[src/rtl/mul8_pkg.sv]
package mul8_pkg;
  localparam int IDX_W = 5;

  typedef enum logic [1:0] {
    MODE_UU = 2'd0,
    MODE_SS = 2'd1,
    MODE_SU = 2'd2
  } mulMode_e;

  // strobes from control to datapath
  typedef struct packed {
    logic capture;  // latch operands, mode and status
    logic commit;   // write product and flags
  } mulStrobe_t;
endpackage

[src/rtl/mul8_decode.sv]
module mul8_decode
  import mul8_pkg::*;
(
  input  logic [15:0]      instr,
  output logic             opLegal,
  output mulMode_e         mode,
  output logic [IDX_W-1:0] idxA,
  output logic [IDX_W-1:0] idxB
);
  always_comb begin
    opLegal = 1'b0;
    mode    = MODE_UU;
    idxA    = '0;
    idxB    = '0;
    if (instr[15:10] == 6'b100111) begin
      opLegal = 1'b1;
      mode    = MODE_UU;
      idxA    = {instr[8], instr[7:4]};
      idxB    = {instr[9], instr[3:0]};
    end else if (instr[15:8] == 8'h02) begin
      opLegal = 1'b1;
      mode    = MODE_SS;
      idxA    = {1'b1, instr[7:4]};
      idxB    = {1'b1, instr[3:0]};
    end else if (instr[15:7] == 9'b0000_0011_0 && !instr[3]) begin
      opLegal = 1'b1;
      mode    = MODE_SU;
      idxA    = {2'b10, instr[6:4]};
      idxB    = {2'b10, instr[2:0]};
    end
  end
endmodule

[src/rtl/mul8_ctrl.sv]
module mul8_ctrl
  import mul8_pkg::*;
(
  input  logic       clk,
  input  logic       rstN,
  input  logic       start,
  input  logic       opLegal,
  output mulStrobe_t strobe,
  output logic       busy,
  output logic       done
);
  typedef enum logic {ST_IDLE, ST_CALC} ctrlState_e;
  ctrlState_e state, stateNext;

  always_comb begin
    strobe         = '0;
    stateNext      = state;
    strobe.capture = (state == ST_IDLE) && start && opLegal;
    strobe.commit  = (state == ST_CALC);
    if (strobe.capture) stateNext = ST_CALC;
    else if (strobe.commit) stateNext = ST_IDLE;
  end

  always_ff @(posedge clk or negedge rstN) begin
    if (!rstN) begin
      state <= ST_IDLE;
      done  <= 1'b0;
    end else begin
      state <= stateNext;
      done  <= strobe.commit;
    end
  end

  assign busy = (state == ST_CALC);
endmodule

[src/rtl/mul8_datapath.sv]
module mul8_datapath
  import mul8_pkg::*;
#(
  parameter int DATA_W = 8,
  parameter int STAT_W = 8,
  parameter int C_POS  = 0,
  parameter int Z_POS  = 1
) (
  input  logic                  clk,
  input  logic                  rstN,
  input  mulStrobe_t            strobe,
  input  mulMode_e              mode,
  input  logic [DATA_W-1:0]     opA,
  input  logic [DATA_W-1:0]     opB,
  input  logic [STAT_W-1:0]     statusIn,
  output logic [2*DATA_W-1:0]   product,
  output logic [STAT_W-1:0]     statusOut
);
  localparam int PROD_W = 2 * DATA_W;
  localparam int EXT_W  = DATA_W + 1;

  logic [DATA_W-1:0] aReg, bReg;
  logic [STAT_W-1:0] statKeep;
  mulMode_e          modeReg;

  logic signed [EXT_W-1:0]   aExt, bExt;
  logic signed [2*EXT_W-1:0] fullProd;
  logic [PROD_W-1:0]         prodNext;
  logic [STAT_W-1:0]         statNext;

  always_ff @(posedge clk or negedge rstN) begin
    if (!rstN) begin
      aReg     <= '0;
      bReg     <= '0;
      statKeep <= '0;
      modeReg  <= MODE_UU;
    end else if (strobe.capture) begin
      aReg     <= opA;
      bReg     <= opB;
      statKeep <= statusIn;
      modeReg  <= mode;
    end
  end

  // one extra sign bit per operand covers all three signedness forms
  always_comb begin
    aExt     = {(modeReg != MODE_UU) & aReg[DATA_W-1], aReg};
    bExt     = {(modeReg == MODE_SS) & bReg[DATA_W-1], bReg};
    fullProd = aExt * bExt;
    prodNext = fullProd[PROD_W-1:0];
    statNext = statKeep;
    statNext[C_POS] = prodNext[PROD_W-1];
    statNext[Z_POS] = (prodNext == '0);
  end

  always_ff @(posedge clk or negedge rstN) begin
    if (!rstN) begin
      product   <= '0;
      statusOut <= '0;
    end else if (strobe.commit) begin
      product   <= prodNext;
      statusOut <= statNext;
    end
  end
endmodule

[src/rtl/mul8_unit.sv]
module mul8_unit
  import mul8_pkg::*;
#(
  parameter int DATA_W = 8,
  parameter int STAT_W = 8,
  parameter int C_POS  = 0,
  parameter int Z_POS  = 1
) (
  input  logic              clk,
  input  logic              rstN,
  input  logic              start,
  input  logic [15:0]       instr,
  output logic [IDX_W-1:0]  srcAIdx,
  output logic [IDX_W-1:0]  srcBIdx,
  input  logic [DATA_W-1:0] srcAData,
  input  logic [DATA_W-1:0] srcBData,
  input  logic [STAT_W-1:0] statusIn,
  output logic              busy,
  output logic              done,
  output logic [DATA_W-1:0] prodLo,
  output logic [DATA_W-1:0] prodHi,
  output logic [STAT_W-1:0] statusOut
);
  logic              opLegal;
  mulMode_e          mode;
  mulStrobe_t        strobe;
  logic [2*DATA_W-1:0] product;

  mul8_decode decode_i (
    .instr(instr), .opLegal(opLegal), .mode(mode),
    .idxA(srcAIdx), .idxB(srcBIdx)
  );

  mul8_ctrl ctrl_i (
    .clk(clk), .rstN(rstN), .start(start), .opLegal(opLegal),
    .strobe(strobe), .busy(busy), .done(done)
  );

  mul8_datapath #(
    .DATA_W(DATA_W), .STAT_W(STAT_W), .C_POS(C_POS), .Z_POS(Z_POS)
  ) datapath_i (
    .clk(clk), .rstN(rstN), .strobe(strobe), .mode(mode),
    .opA(srcAData), .opB(srcBData), .statusIn(statusIn),
    .product(product), .statusOut(statusOut)
  );

  assign prodLo = product[DATA_W-1:0];
  assign prodHi = product[2*DATA_W-1:DATA_W];
endmodule

[config.mk]
export PLATFORM = sky130hd
export DESIGN_NAME = mul8_unit
export DESIGN_NICKNAME = d
export VERILOG_FILES = /design/src/rtl/mul8_pkg.sv /design/src/rtl/mul8_decode.sv /design/src/rtl/mul8_ctrl.sv /design/src/rtl/mul8_datapath.sv /design/src/rtl/mul8_unit.sv
export SDC_FILE = /design/constraint.sdc
export NUM_CORES = 1
export LEC_CHECK = 0
export CORE_ASPECT_RATIO = 0.9
export CORE_UTILIZATION = 42
export DETAILED_ROUTE_END_ITERATION = 12
export GPL_TIMING_DRIVEN = 1
export PLACE_DENSITY = 0.79
export SYNTH_ARGS = -nofsm -noshare
export SYNTH_HDL_FRONTEND = slang
export SYNTH_HIERARCHICAL = 1
export SYNTH_SLANG_ARGS = --single-unit
[constraint.sdc]
create_clock -name clk -period 4.95 [get_ports clk]
set_clock_uncertainty 0.2 [all_clocks]
set_input_delay 0.99 -clock clk [delete_from_list [all_inputs] [get_ports clk]]
set_output_delay 0.99 -clock clk [all_outputs]
set_load 0.03 [all_outputs]
Yosys cells after proc, flatten, opt, wreduce, memory -nomap -nowiden
Cells that the tools add are included.
{"block": "word_totals", "in_bits": 43, "ff_bits": 52}
{"block": "classes", "mul": 1, "mux": 13, "reduce_logical": 6, "n_bitwise": 3, "eq_ne": 4}
{"cell": "5-bit two-way mux", "count": 6}
{"cell": "16-bit zero test", "count": 1}
{"cell": "9-bit by 9-bit multiplier with 16-bit output", "count": 1}
{"cell": "9-bit by 3-bit equality test with 1-bit output, second input constant", "count": 1}
{"cell": "8-bit by 2-bit equality test with 1-bit output, second input constant", "count": 1}
{"cell": "6-bit equality test, second input constant", "count": 1}
{"cell": "2-bit two-way mux", "count": 3}
{"cell": "1-bit two-way mux", "count": 4}
{"cell": "1-bit logical AND", "count": 3}
{"cell": "1-bit bitwise AND", "count": 2}
{"cell": "2-bit by 1-bit equality test with 1-bit output, second input constant", "count": 1}
{"cell": "2-bit nonzero test", "count": 1}
{"cell": "1-bit zero test", "count": 1}
{"cell": "1-bit inverter", "count": 1}

Logic depth before layout (Yosys ltp)
{"block": "logic_depth", "depth_word": 7, "ltp_mapped": 19, "mapped_depth_nobuf": 19}

Hierarchy
Netlist, hierarchy kept.
{"module": "mul8_datapath", "n_inst": 1, "area_each_um2": 4570.6, "cells_per_inst": 441}
{"module": "mul8_decode", "n_inst": 1, "area_each_um2": 182.7, "cells_per_inst": 24}
{"module": "mul8_ctrl", "n_inst": 1, "area_each_um2": 73.8, "cells_per_inst": 5}

Worst setup path before layout
OpenSTA, ideal clock, no wires.
{"block": "synth_path", "kind": "reg-to-reg", "start": "register datapath_i.aReg[7]", "end": "register datapath_i.statusOut[0]", "slack_ps": -119, "path_stages_with_launch": 19, "arrival_ps": 4745, "path_buffers": 1, "synth_period_minus_slack_ps": 5069, "t_required_ps": 4625, "cell_sequence": "dfrtp_1 clkbuf_1 o21a_1 nand2_1 fa_1 inv_1 fa_1 inv_1 fa_1 inv_1 fa_1 ha_1 ha_1 or3_1 o22ai_1 a21o_1 o21ai_1 xnor2_1 mux2_2"}
{"block": "synth_between", "elab_chain_cells": 2}
{"element": "start, declared", "line_no": "mul8_datapath.sv:22", "text": "logic [DATA_W-1:0] aReg, bReg;"}
{"element": "start signal, assigned", "line_no": "mul8_datapath.sv:38", "text": "aReg <= opA;"}
{"element": "1-bit bitwise AND", "line_no": "mul8_datapath.sv:47", "text": "aExt = {(modeReg != MODE_UU) & aReg[DATA_W-1], aReg};"}
{"element": "9-bit by 9-bit multiplier with 16-bit output (*)", "line_no": "mul8_datapath.sv:49", "text": "fullProd = aExt * bExt;"}
{"element": "end signal, assigned", "line_no": "mul8_datapath.sv:62", "text": "statusOut <= statNext;"}
{"element": "end, declared", "line_no": "mul8_datapath.sv:17", "text": "output logic [STAT_W-1:0] statusOut"}
Every way passes the cells marked *; elsewhere a longest branch is shown, timed or not.
A chain may end at the register's enable or synchronous reset.

Worst setup path in the final report
{"block": "layout_path", "start": "register datapath_i.modeReg[1]", "end": "register datapath_i.product[14]"}
{"block": "layout_between", "elab_chain_cells": 3}
{"element": "start, declared", "line_no": "mul8_datapath.sv:24", "text": "mulMode_e modeReg;"}
{"element": "start signal, assigned", "line_no": "mul8_datapath.sv:41", "text": "modeReg <= mode;"}
{"element": "2-bit by 1-bit equality test with 1-bit output or 2-bit nonzero test (tied branches)", "line_no": "mul8_datapath.sv:48, mul8_datapath.sv:47"}
{"element": "1-bit bitwise AND (on tied branches)", "line_no": "mul8_datapath.sv:48, mul8_datapath.sv:47"}
{"element": "9-bit by 9-bit multiplier with 16-bit output (*)", "line_no": "mul8_datapath.sv:49"}
{"element": "end signal, assigned", "line_no": "mul8_datapath.sv:61", "text": "product <= prodNext;"}
{"element": "end, declared", "line_no": "mul8_datapath.sv:16", "text": "output logic [2*DATA_W-1:0] product,"}
Marked as above.

==> summary.md <==
| Metric | Value |
|---|---|
| Max Fclk | approximately 190 MHz |
| Initial antenna violation count | 0 |
| Slew headroom | 24.3% |
| Maximum VDD drop | about 0.18 mV |
| Vias | about 3,700 |
| Drt first-iter violations | ~220 |
| Worst path max stage delay | 520 ps |
| PwrDens | between 200 and 250 nW/µm² |
| Clk slew on worst S/H paths | approximately 80 ps |
| Fin. Hold Viols | 0 |
| DR pass1 iterations | 5 |
| H-Tree Depth | 2 |
| Part of the cycle the worst path needs | 105% |
| Clock tree from TritonCTS | built |
| Max-Cap Viols | 0 |
| Comb pwr share | a little over two fifths |
| Layout area overhead | 32.7% |
| Port bufs | 76 |
| Reg power frac | approximately a third |
| Hpwl dp | 8580 µm |
| Rows | 36 |
| CP endpoint kind | flip-flop |
| Seq/Total Area, Yosys | 25.4% |
| Internal Power | about 990 µW |
| Initial Utilization | a little over two fifths |
| Worst setup path end | datapath_i/product[14] |
| Drt drc | 0 |
| Ys flop type | dfrtp_1 |
| Synth Register Bits | between 40 and 50 |
| Post-Layout Inst Area | ~6400 µm² |
| Slew Limit Fails | 0 |
| Clk pwr share | roughly 23% |
| RR Endpoint | datapath_i/product[14] |
| Antenna-violating nets left | 0 |
| Critical Path Start | datapath_i/modeReg[1] |
| FFs w/ async S/R, synth | 100% |
| Total GRT Usage | between 20% and 30% |
| Global route total overflow | 0 |
| Crit-path slowest cell | fa_1 |
| First-pass GRT wire length | just under 20,000 µm |
| Vias in the first global route | roughly 4,200 |
| WS Path Type | flip-flop to flip-flop |
| CP Data Required Time | 4930 ps |
| Cell Area, Placed | 5960 µm² |
| Die Area | between 10,000 and 15,000 µm² |
| Synthesized instance count | 470 |
| Post-synth EDFFs | 0 |
| Die Ht | 104 µm |
| Final WS setup | -270 ps |
| Failing checks | negative setup slack |
| Net Count, Synth | slightly above 600 |
| Most Frequent Cell on Critical Path | fa_1 |
| Mapped cell area | roughly 4800 µm² |
| Yosys top cell by area | fa_1 |
| WP data arrival | roughly 5200 ps |
| Width of the chip | approximately 120 µm |
| Startpoint Class | flip-flop |
| RSZ-0062 raised after global routing | true |
| Worst r2r path cells | 18 |
| Final Non-Filler Cells | a little over 700 |
| R2R setup slack | -270 ps |
| Worst slew pin tran | about 1100 ps |
| Hold Worst Slack | 308 ps |
| Worst skew pair latency | 290 ps |
| Synth top area share | 26.1% |
| Share of cells above drive strength 1 | a little over a quarter |
| Detailed Route WL | 11,800 µm |
| Most numerous cell in the Yosys netlist | inv_1 |
| TritonCTS Buffers | 5 |
| R2R Path Start | datapath_i/modeReg[1] |
| Crit Path Max Fanout | 5 |
| # diodes | 0 |
| Tot Pwr | ~1600 µW |
| Period minus WS final | about 5200 ps |
| CP cell instances | nor2b_2 -> nand2_2 -> or2_4 -> fa_1 -> fa_1 -> inv_1 -> fa_1 -> fa_1 -> inv_2 -> fa_1 -> inv_2 -> ha_4 -> a21o_4 -> a31oi_4 -> a21o_1 -> a21bo_2 -> nand3_2 -> mux2_4 |
| Clock root buffer | clkbuf_16 |
| Worst Hold Class | flip-flop to flip-flop |
| IO Count | 79 |
| Status | complete, but fails checks |
| GP Congestion | roughly 0.86 |
| Final setup fails | 7 |
| CTS sink cnt | 49 |
| Synth cell types | 46 |
| WL/cell | 16.3 µm |
| Synth Warn # | 6 |
| Placed cell count | ~710 |
| Post-DR vias/cell | about 5.1 |
| Max Buffers Root-to-Sink | 2 |
| Syn_area_per_cell | 10.3 µm² |
| Layout net count | 706 |
| Synth top cells by count | 88 x inv_1, 63 x fa_1, 49 x dfrtp_1 |
| Largest cells by area after synthesis | fa_1 26%, dfrtp_1 25%, mux2_2 9.6% |
| Largest net degree at the start of global routing | 50 |
| Sw Ratio | a little under two fifths |
| Leakage | around 0.003 µW |
| Sw power | 613 µW |
| Finished Core Util | 58.3% |
| Core box area | roughly 11,000 µm² |
-- worst max-delay path, delay by kind of cell (launching register included) --
family                     cells  cell delay [ps]
DFF                            1              440
muxes                          1              270
and+or+nand+nor                4              600
adders and majority gates      6             2660
AOI/OAI and AO/OA              4              760
buffers and inverters          3              160
-- final cells by class --
cell class	instances	area, µm²
Multi-Input combinational cell	307	3430
Timing Repair Buffer	116	1070
Fill cell	885	4590
Tap cell	152	190
Clock buffer	5	125
Inverter	88	330
Sequential cell	49	1230
Clock inverter	3	28.8
-- per-layer routing --
metal / GRT usage [%] / part of all wire (%) / routed length (µm)
met5: 0 / 0 / 0
met2: 37.5 / 52 / 6160
met4: 5.47 / 1.9 / 229
met1: 24.5 / 39 / 4620
met3: 4.15 / 6.3 / 746
-- worst min path at each step --
stage                            startpoint                      end  cells after the start
detailed placement   datapath_i/statKeep[6]   datapath_i/statKeep[6]                      1
floorplan            datapath_i/statKeep[7]   datapath_i/statKeep[7]                      1
global route         datapath_i/statKeep[4]   datapath_i/statKeep[4]                      1
finish               datapath_i/statKeep[3]  datapath_i/statusOut[3]                      1
CTS                  datapath_i/statKeep[6]   datapath_i/statKeep[6]                      1
global placement    datapath_i/statusOut[1]  datapath_i/statusOut[1]                      2
-- registers in the layout (all words and copies together) (netlist names) --
signal,flops
ctrl_i/busy,1
ctrl_i/done,1
datapath_i/aReg,8
datapath_i/bReg,8
datapath_i/modeReg,2
datapath_i/product,15
datapath_i/statKeep,6
datapath_i/statusOut,8
-- stage by stage --
stage	TNS (ps)	setup slack, ps
after floorplan	-10.8	-10.8
after global placement	-478	-142
after detailed placement	-1030	-221
after CTS	-423	-131
after global routing	-2160	-501
final	-1040	-270
-- cells by family after synthesis --
logic type / synth area share, %
buf+inv: 9.31
simple gates: 12.3
fa+ha+maj: 34.7
flops: 25.4
mux: 9.77
compound gates: 5.86
xor+xnor: 2.72
-- cells in the final DEF (no fill, tap or decap), types with 3 or more instances in the layout --
cell type,count
inv_1,80
clkdlybuf4s50_1,75
fa_1,61
dfrtp_1,42
nand2_1,41
mux2_2,38
buf_4,37
and2_1,30
ha_1,24
xnor2_1,10
inv_2,8
ha_4,8
dfrtp_2,7
o21ai_0,6
nor3_1,6
clkbuf_16,5
a21oi_1,5
nand4_1,5
a21boi_1,5
nand2_2,4
nor2_1,4
a21o_1,4
xnor2_2,4
nand3_1,3
o21ai_2,3
nand3_2,3
mux2_4,3
buf_6,3
-- what timing repair did --
item / CTS / global route
setup endpoints to repair: 7 / 7
hold buffers: 0 / 0
hold endpoints to repair: 0 / 0
gates resized for setup: 27 / 37
pin swaps: 23 / 22
buffers inserted: 3 / 1
-- power by group through the flow --
| stage | registers, µW | logic (µW) | clock network (µW) |
|---|---|---|---|
| floorplan | 512 | 382 | 0 |
| global placement | 525 | 592 | 0 |
| detailed placement | 529 | 618 | 0 |
| CTS | 523 | 658 | 369 |
| global route | 537 | 771 | 390 |
| finish | 531 | 702 | 366 |
Power figures use the tool's default switching activity.
